--- config.mk ---
export PLATFORM = sky130hd
export DESIGN_NAME = dqc_output_ctrl
export DESIGN_NICKNAME = d
export VERILOG_FILES = /design/src/rtl/dqc_pkg.sv /design/src/rtl/dqc_strobe_sync.sv /design/src/rtl/dqc_rd_latch.sv /design/src/rtl/dqc_cycle_fsm.sv /design/src/rtl/dqc_output_ctrl.sv
export SDC_FILE = /design/constraint.sdc
export NUM_CORES = 1
export LEC_CHECK = 0
export BUFFER_PORTS_ARGS = -buffer_cell sky130_fd_sc_hd__buf_2
export CELL_PAD_IN_SITES_DETAIL_PLACEMENT = 1
export CELL_PAD_IN_SITES_GLOBAL_PLACEMENT = 1
export CORE_MARGIN = 5
export CORE_UTILIZATION = 36
export DETAILED_ROUTE_END_ITERATION = 16
export GPL_TIMING_DRIVEN = 1
export MAX_ROUTING_LAYER = met4
export PLACE_DENSITY = 0.79
export REMOVE_ABC_BUFFERS = 1
export SLEW_MARGIN = 10
export SYNTH_ARGS = -nofsm -noshare
export SYNTH_HDL_FRONTEND = slang
export SYNTH_SLANG_ARGS = --single-unit
--- constraint.sdc ---
create_clock -name clk -period 1.4 [get_ports clk]
set_clock_uncertainty 0.1 [all_clocks]
set_input_delay 0.14 -clock clk [delete_from_list [all_inputs] [get_ports clk]]
set_output_delay 0.14 -clock clk [all_outputs]
set_load 0.02 [all_outputs]
--- src/rtl/dqc_pkg.sv ---
package dqc_pkg;

    // strobe vector positions (all strobes active low)
    localparam int STB_RAS = 0;
    localparam int STB_CAS = 1;
    localparam int STB_WE  = 2;
    localparam int STB_OE  = 3;
    localparam int NSTB    = 4;

    typedef enum logic [2:0] {
        ST_PRECHG  = 3'd0,
        ST_READ    = 3'd1,
        ST_RMW     = 3'd2,
        ST_EWRITE  = 3'd3,
        ST_LWRITE  = 3'd4,
        ST_INDET   = 3'd5,
        ST_REFRESH = 3'd6
    } cyc_state_t;

endpackage

--- src/rtl/dqc_strobe_sync.sv ---
module dqc_strobe_sync #(
    parameter int N = 4
) (
    input  logic         clk,
    input  logic         rst,
    input  logic [N-1:0] strb_n,
    output logic [N-1:0] cur,
    output logic [N-1:0] fall
);

    for (genvar i = 0; i < N; i++) begin : g_stb
        logic now_q;
        logic old_q;

        always_ff @(posedge clk) begin
            if (rst) begin
                now_q <= 1'b1;
                old_q <= 1'b1;
            end else begin
                now_q <= strb_n[i];
                old_q <= now_q;
            end
        end

        assign cur[i]  = now_q;
        // active-low strobe asserted this sample, idle the one before
        assign fall[i] = old_q & ~now_q;
    end

endmodule

--- src/rtl/dqc_rd_latch.sv ---
module dqc_rd_latch #(
    parameter int W = 4
) (
    input  logic         clk,
    input  logic         rst,
    input  logic         capture,
    input  logic         clear,
    input  logic [W-1:0] rd_data,
    output logic [W-1:0] q,
    output logic         vld
);

    always_ff @(posedge clk) begin
        if (rst || clear) begin
            q   <= '0;
            vld <= 1'b0;
        end else if (capture) begin
            q   <= rd_data;
            vld <= 1'b1;
        end
    end

endmodule

--- src/rtl/dqc_cycle_fsm.sv ---
module dqc_cycle_fsm
    import dqc_pkg::*;
#(
    parameter int W = 4
) (
    input  logic            clk,
    input  logic            rst,
    input  logic [NSTB-1:0] stb_cur,
    input  logic [NSTB-1:0] stb_fall,
    input  logic [W-1:0]    lat_q,
    input  logic            lat_vld,
    output logic            cap,
    output logic            clr,
    output cyc_state_t      state_o,
    output logic [W-1:0]    dq_out,
    output logic            dq_oe,
    output logic            dq_indet
);

    cyc_state_t state_q;
    cyc_state_t state_d;

    logic cas_hi;
    logic drive;

    assign cas_hi = stb_cur[STB_CAS];

    // next-state decision
    always_comb begin
        state_d = state_q;
        unique case (state_q)
            ST_PRECHG: begin
                if (stb_fall[STB_CAS]) begin
                    if (stb_cur[STB_RAS])
                        state_d = ST_REFRESH;
                    else if (stb_fall[STB_WE])
                        state_d = ST_INDET;
                    else if (!stb_cur[STB_WE])
                        state_d = ST_EWRITE;
                    else
                        state_d = ST_READ;
                end
            end
            ST_READ: begin
                if (cas_hi)
                    state_d = ST_PRECHG;
                else if (stb_fall[STB_RAS])
                    state_d = ST_READ;      // hold-through-row
                else if (stb_fall[STB_WE])
                    state_d = stb_cur[STB_OE] ? ST_LWRITE : ST_RMW;
            end
            ST_LWRITE: begin
                if (cas_hi)
                    state_d = ST_PRECHG;
                else if (stb_fall[STB_OE])
                    state_d = ST_LWRITE;    // OE return keeps pins open
            end
            ST_RMW, ST_EWRITE, ST_INDET, ST_REFRESH: begin
                if (cas_hi)
                    state_d = ST_PRECHG;
            end
            default: state_d = ST_PRECHG;
        endcase
    end

    // state register
    always_ff @(posedge clk) begin
        if (rst)
            state_q <= ST_PRECHG;
        else
            state_q <= state_d;
    end

    // outputs
    always_comb begin
        cap = (state_q == ST_PRECHG) && stb_fall[STB_CAS] &&
              !stb_cur[STB_RAS] && stb_cur[STB_WE];
        clr = cas_hi;
        drive = ((state_q == ST_READ) || (state_q == ST_RMW)) &&
                lat_vld && !cas_hi && !stb_cur[STB_OE];
        dq_oe    = drive;
        dq_out   = drive ? lat_q : '0;
        dq_indet = (state_q == ST_INDET);
        state_o  = state_q;
    end

endmodule

--- src/rtl/dqc_output_ctrl.sv ---
module dqc_output_ctrl
    import dqc_pkg::*;
#(
    parameter int DQ_W = 4
) (
    input  logic            clk,
    input  logic            rst,
    input  logic            ras_n,
    input  logic            cas_n,
    input  logic            we_n,
    input  logic            oe_n,
    input  logic [DQ_W-1:0] rd_data,
    output logic [DQ_W-1:0] dq_out,
    output logic            dq_oe,
    output logic            dq_indet
);

    logic [NSTB-1:0] stb_raw;
    logic [NSTB-1:0] stb_cur;
    logic [NSTB-1:0] stb_fall;
    logic            cap;
    logic            clr;
    logic [DQ_W-1:0] lat_q;
    logic            lat_vld;
    cyc_state_t      cyc_state;

    always_comb begin
        stb_raw          = '1;
        stb_raw[STB_RAS] = ras_n;
        stb_raw[STB_CAS] = cas_n;
        stb_raw[STB_WE]  = we_n;
        stb_raw[STB_OE]  = oe_n;
    end

    dqc_strobe_sync #(.N(NSTB)) u_sync (
        .clk    (clk),
        .rst    (rst),
        .strb_n (stb_raw),
        .cur    (stb_cur),
        .fall   (stb_fall)
    );

    dqc_rd_latch #(.W(DQ_W)) u_latch (
        .clk     (clk),
        .rst     (rst),
        .capture (cap),
        .clear   (clr),
        .rd_data (rd_data),
        .q       (lat_q),
        .vld     (lat_vld)
    );

    dqc_cycle_fsm #(.W(DQ_W)) u_fsm (
        .clk      (clk),
        .rst      (rst),
        .stb_cur  (stb_cur),
        .stb_fall (stb_fall),
        .lat_q    (lat_q),
        .lat_vld  (lat_vld),
        .cap      (cap),
        .clr      (clr),
        .state_o  (cyc_state),
        .dq_out   (dq_out),
        .dq_oe    (dq_oe),
        .dq_indet (dq_indet)
    );

endmodule

**After elaboration in Yosys (flattened, before gate mapping)**

Cells that the tools add are included.

- Eq/ne operators: 10
- Bitwise operators: 8
- Muxes and demuxes: 13
- Reduce and logical (&&, ||, !) cells: 14

Operators with widths:

| operator | number |
|---|---|
| $mux 3 | 10 |
| $pmux 3 s4 | 1 |
| $eq 3x3->1 const B | 3 |
| $eq 3x2->1 const B | 2 |
| $logic_and 1x1->1 | 6 |
| $and 1x1->1 | 4 |
| $mux 4 | 1 |
| $ne 4x4->1 const B | 1 |
| $not 1->1 | 4 |
| $reduce_and 4->1 | 1 |
| $reduce_or 4->1 | 1 |
| $eq 3x1->1 const B | 1 |
| $logic_not 1->1 | 3 |
| $logic_not 3->1 | 1 |
| $ne 3x3->1 const B | 1 |
| $logic_or 1x1->1 | 2 |
| $mux 2 | 1 |
| $ne 2x1->1 const B | 1 |
| $ne 2x2->1 const B | 1 |

- Output and inout bits: 6
- Bits of input ports: 10
- Register bits after elaboration: 16
- Word-level logic and storage cells: 56

**Logic depth before layout (Yosys ltp)**

- Word-level depth: 6
- Depth in mapped cells: 6
- Gate-level depth less buffers: 4

**Hierarchy**

From an unflattened synthesis, not the netlist that was laid out.

- Cells, all modules: 82
- Area total of the unflattened synthesis: 790.8 um2

Modules (own cells, without submodules):

| module | times used | area an instance (um2) | sequential area each (um2) | cells an instance |
|---|---|---|---|---|
| dqc_cycle_fsm | 1 | 345.3 | 60.1 | 42 |
| dqc_strobe_sync | 1 | 265.3 | 160.2 | 24 |
| dqc_rd_latch | 1 | 180.2 | 100.1 | 16 |

**Worst setup path before layout**

No wires, ideal clock.

- Path kind: reg2out
- Start: register u_fsm.state_q[0], in the netlist u_fsm.state_o[0]
- End: output dq_out[0]
- Path buffers: 1
- Required time: 1,160 ps
- Setup slack: -212 ps
- Arrival time: 1,372 ps
- Cell stages (with the launch flop): 5
- Cells stage by stage: dfxtp_1 clkbuf_8 xnor2_1 nor4_2 and2_1

- Word-level cells in the longest chain between the ends: 6
- Elaborated cells between the ends (all ways): 7
- Classes of those cells: eq/ne: 2; mux: 1; reduce/logical: 4

RTL lines:

| item | RTL line | text |
|---|---|---|
| start, declared | dqc_cycle_fsm.sv:20 | `cyc_state_t state_q;` |
| start signal, assigned | dqc_cycle_fsm.sv:71 | `state_q <= state_d;` |
| $eq 3x1->1 or $eq 3x2->1 (tied branches) | dqc_cycle_fsm.sv:79 | `drive = ((state_q == ST_READ) \|\| (state_q == ST_RMW)) &&` |
| $logic_or 1x1->1 * | dqc_cycle_fsm.sv:79 |  |
| $logic_and 1x1->1 * | dqc_cycle_fsm.sv:79 |  |
| $logic_and 1x1->1 * (2 in series) | dqc_cycle_fsm.sv:80 | `lat_vld && !cas_hi && !stb_cur[STB_OE];` |
| named net dq_oe | dqc_output_ctrl.sv:14 | `output logic dq_oe,` |
| $mux 4 * | dqc_cycle_fsm.sv:82 | `dq_out = drive ? lat_q : '0;` |
| end, declared | dqc_output_ctrl.sv:13 | `output logic [DQ_W-1:0] dq_out,` |

Mark *: on every way through the listed nets, which the timed path passes. The rest lies on a longest branch.

**Worst setup path after layout**

- Start: register u_sync.g_stb[1].now_q
- End: register u_fsm.state_q[2], in the netlist u_fsm.state_o[2]

- Word-level cells in the longest chain between the ends: 4
- Elaborated cells between the ends (all ways): 10
- Classes of those cells: eq/ne: 4; mux: 3; bitwise: 2; reduce/logical: 1

RTL lines:

| item | RTL line | text |
|---|---|---|
| start, declared | dqc_strobe_sync.sv:12 | `logic now_q;` |
| start signal, assigned | dqc_strobe_sync.sv:20 | `now_q <= strb_n[i];` |
| $not 1->1 | dqc_strobe_sync.sv:27 | `assign fall[i] = old_q & ~now_q;` |
| $and 1x1->1 | dqc_strobe_sync.sv:27 |  |
| $ne 2x1->1 (no line) | n/a |  |
| $reduce_and 4->1 (no line) | n/a |  |

Parallel ways exist; a longest one is shown, timed or not.
A chain may end at the register's enable or synchronous reset.

==> metrics.txt <==
# TYPE chip_impl_metric gauge
chip_impl_info{name="outcome",value="finished with violations"} 1
chip_impl_info{name="violations",value="hold timing, setup timing"} 1
chip_impl_metric{name="firstDrtPassIters",unit=""} 4
chip_impl_metric{name="clock.fmax",unit="GHz"} 0.599
chip_impl_metric{name="antenna-diode-count",unit=""} 0
chip_impl_metric{name="place_ws",unit="ns"} -0.187
chip_impl_info{name="commonest_non_fill_non_tap_cells_in_the_layout",value="buf_4, buf_6, dfxtp_1, buf_2, or2_2"} 1
chip_impl_metric{name="place_congestion",unit=""} 0.772
chip_impl_metric{name="viasPerCell",unit=""} 4.74
chip_impl_metric{name="die_height",unit="microns"} 57.7
chip_impl_metric{name="initial_core_util",unit="%"} 37.4
chip_impl_metric{name="post_synth_inst_count",unit=""} 80
chip_impl_info{name="worstSetupPathType",value="register to register"} 1
chip_impl_metric{name="max-slew-margin-rel",unit="%"} 81.7
chip_impl_metric{name="synth-seq-area-share",unit="%"} 39.1
chip_impl_metric{name="dr.first_iter.drc_count",unit=""} 14
chip_impl_metric{name="netlist.area_leader.share",unit="%"} 39.1
chip_impl_metric{name="port_buffers",unit=""} 15
chip_impl_info{name="end_kind",value="register"} 1
chip_impl_metric{name="pin_count",unit=""} 16
chip_impl_metric{name="cp.required",unit="ns"} 1.49
chip_impl_metric{name="fin_crit",unit="ns"} 1.67
chip_impl_metric{name="cp.arrival",unit="ns"} 1.76
chip_impl_metric{name="setup_ws",unit="ns"} -0.268
chip_impl_metric{name="vias",unit=""} 707
chip_impl_metric{name="syn-cell-area",unit="sq um"} 818
chip_impl_metric{name="setup.reg_to_reg.worst_slack",unit="ns"} -0.27
chip_impl_metric{name="number_of_antenna_violations_at_the_first_check_in_global_routing",unit=""} 0
chip_impl_metric{name="power.leakage",unit="nW"} 0.517
chip_impl_metric{name="yosys_warnings",unit=""} 0
chip_impl_metric{name="die_area",unit="sq um"} 3330
chip_impl_info{name="synth_top_cell_by_area",value="dfxtp_1"} 1
chip_impl_metric{name="cts-buffers-inserted",unit=""} 3
chip_impl_metric{name="timing.final.crit_share",unit="%"} 119
chip_impl_metric{name="syn-mean-instance-area",unit="sq um"} 10.2
chip_impl_info{name="cts.root.buffer_cell",value="clkbuf_4"} 1
chip_impl_info{name="mostFrequentLayoutCell",value="buf_4"} 1
chip_impl_info{name="synth.top_cells.by_area",value="dfxtp_1, mux2i_1, or2_2"} 1
chip_impl_info{name="category_of_the_worst_setup_path_launch_point",value="register"} 1
chip_impl_metric{name="detailed_place_hpwl",unit="microns"} 1520
chip_impl_metric{name="syn2layout_area_growth",unit="%"} 50.6
chip_impl_metric{name="wl_per_cell",unit="microns"} 14.7
chip_impl_info{name="tritoncts",value="done"} 1
chip_impl_info{name="grt_setup_unrepaired",value="yes"} 1
chip_impl_metric{name="hold_slack",unit="ns"} -0.0394
chip_impl_metric{name="dieWidth",unit="microns"} 57.7
chip_impl_metric{name="final_nets",unit=""} 132
chip_impl_metric{name="power_density",unit="nW/um^2"} 1240
chip_impl_metric{name="synth.distinct_cells",unit=""} 33
chip_impl_metric{name="numClockSinks",unit=""} 16
chip_impl_metric{name="max-clock-path-buffers",unit=""} 2
chip_impl_metric{name="finalWirelength",unit="microns"} 2200
chip_impl_metric{name="finish.utilization",unit="%"} 56.3
chip_impl_metric{name="max_ir_drop_vdd",unit="mV"} 0.736
chip_impl_metric{name="grt-ovfl-total",unit=""} 0
chip_impl_metric{name="drc",unit=""} 0
chip_impl_metric{name="ys_async_sr_fraction",unit="%"} 0
chip_impl_metric{name="final_cell_area",unit="sq um"} 1230
chip_impl_metric{name="setup_violations",unit=""} 13
chip_impl_metric{name="hold_viol_final",unit=""} 1
chip_impl_metric{name="grt_start_max_net_pins",unit=""} 13
chip_impl_metric{name="final_antenna_net_count",unit=""} 0
chip_impl_metric{name="clk-insertion-delay-late",unit="ns"} 0.29
chip_impl_metric{name="dpl-instance-area",unit="sq um"} 990
chip_impl_metric{name="clk_pin_slew",unit="ns"} 0.10
chip_impl_metric{name="placement_rows",unit=""} 17
chip_impl_metric{name="core_ar",unit="sq um"} 2190
chip_impl_metric{name="timing.final.max_slew_violations",unit=""} 0
chip_impl_metric{name="filler_cell_count",unit=""} 243
chip_impl_metric{name="grtUsageTotal",unit="%"} 15.0
chip_impl_metric{name="ctsHoldBuffers",unit=""} 5
chip_impl_info{name="hold_class",value="input pin to register"} 1
chip_impl_metric{name="max_cap_viol_count",unit=""} 0
chip_impl_metric{name="number_of_enable_type_register_cells_in_the_synthesized_netlist",unit=""} 0
chip_impl_metric{name="worst_slew_pin_slew",unit="ns"} 0.274
chip_impl_metric{name="drive_gt1_share",unit="%"} 63.6
chip_impl_metric{name="yosys_register_bits",unit=""} 16
chip_impl_metric{name="crit_path_max_fanout",unit=""} 3
chip_impl_metric{name="grt_pass1_vias",unit=""} 768
chip_impl_metric{name="first_pass_grt_wire_length",unit="microns"} 3730
chip_impl_info{name="synth-main-ff-cell",value="dfxtp_1"} 1
chip_impl_metric{name="number_of_levels_in_the_clock_h_tree",unit=""} 1
-- per-stage QoR --
step | total power, mW | hold slack (ns) | setup TNS, ns | cells
2_1_floorplan | 0.869 | 0.138 | -1.35 | 74
3_3_place_gp | 1.04 | 0.226 | -0.954 | 133
3_5_place_dp | 1.06 | 0.228 | -1.24 | 133
4_1_cts | 1.50 | -0.0460 | -2.71 | 147
5_1_grt | 1.62 | -0.0585 | -3.46 | 149
6_report | 1.53 | -0.0394 | -2.57 | 149
-- where the power goes --
part	total, mW	internal (mW)	switching, mW
sequential	0.566	0.507	0.0594
combinational	0.651	0.389	0.262
clock	0.313	0.158	0.155
total	1.53	1.05	0.476
-- registers in the layout, summed over array words and instances, names as in the netlist --
| name | count |
|---|---|
| u_sync.g_stb.old_q | 4 |
| u_fsm.state_o | 3 |
| u_latch.vld | 1 |
| u_latch.q | 4 |
| u_sync.g_stb.now_q | 4 |
-- worst max-delay path, stage by stage, from the launching register on --
cell and delay, ns:
dfxtp_4 0.37, buf_6 0.11, and2b_1 0.21, o22ai_2 0.10, a221oi_4 0.35, mux2_4 0.32
-- cells in the mapped netlist, types with 2 or more instances --
cell / count
a21oi_1: 2
buf_6: 2
and2b_1: 3
or2_2: 8
xnor2_1: 2
mux2i_1: 5
and2_1: 4
dfxtp_1: 16
or2b_2: 2
nand2b_1: 2
nand3_1: 2
clkbuf_1: 2
nor2_1: 10
-- repair_timing --
action	4_1_cts	5_1_grt
gates resized for setup	28	9
setup endpoints to repair	14	14
setup buffers	5	2
pin swaps	8	4
hold endpoints to repair	6	1
-- cells by family (layout without fill, tap and decap cells) --
logic type | Yosys count | count (layout) | synth area share [%]
simple gates | 40 | 40 | 32.3
flops | 16 | 16 | 39.1
compound gates | 9 | 9 | 10.9
xor+xnor | 2 | 2 | 2.14
mux | 6 | 6 | 7.95
buf+inv | 7 | 48 | 7.64
-- routing by layer --
metal	up-vias	global-route usage, %	wire length, microns
li1	352	-	-
met1	334	17.6	927
met2	15	24.8	1160
met3	6	3.34	61
met4	0	5.96	43
met5	-	-	0
-- area by class of cell --
type,instances,area (sq um),share of cell area (%)
clock buffer,4,36.3,2.94
inverter,1,3.75,0.305
sequential,16,332,26.9
tap,28,35.0,2.84
multi-input combinational,57,472,38.3
timing repair buffer,43,354,28.7
-- final timing paths --
kind,from,to,depth (start not counted)
max,u_sync.g_stb[1].now_q,u_fsm.state_o[2],5
min,rst,u_sync.g_stb[0].old_q,2
max reg2reg,u_sync.g_stb[1].now_q,u_fsm.state_o[2],5
min reg2reg,u_latch.vld,u_latch.vld,2
Power figures use the tool's default switching activity.
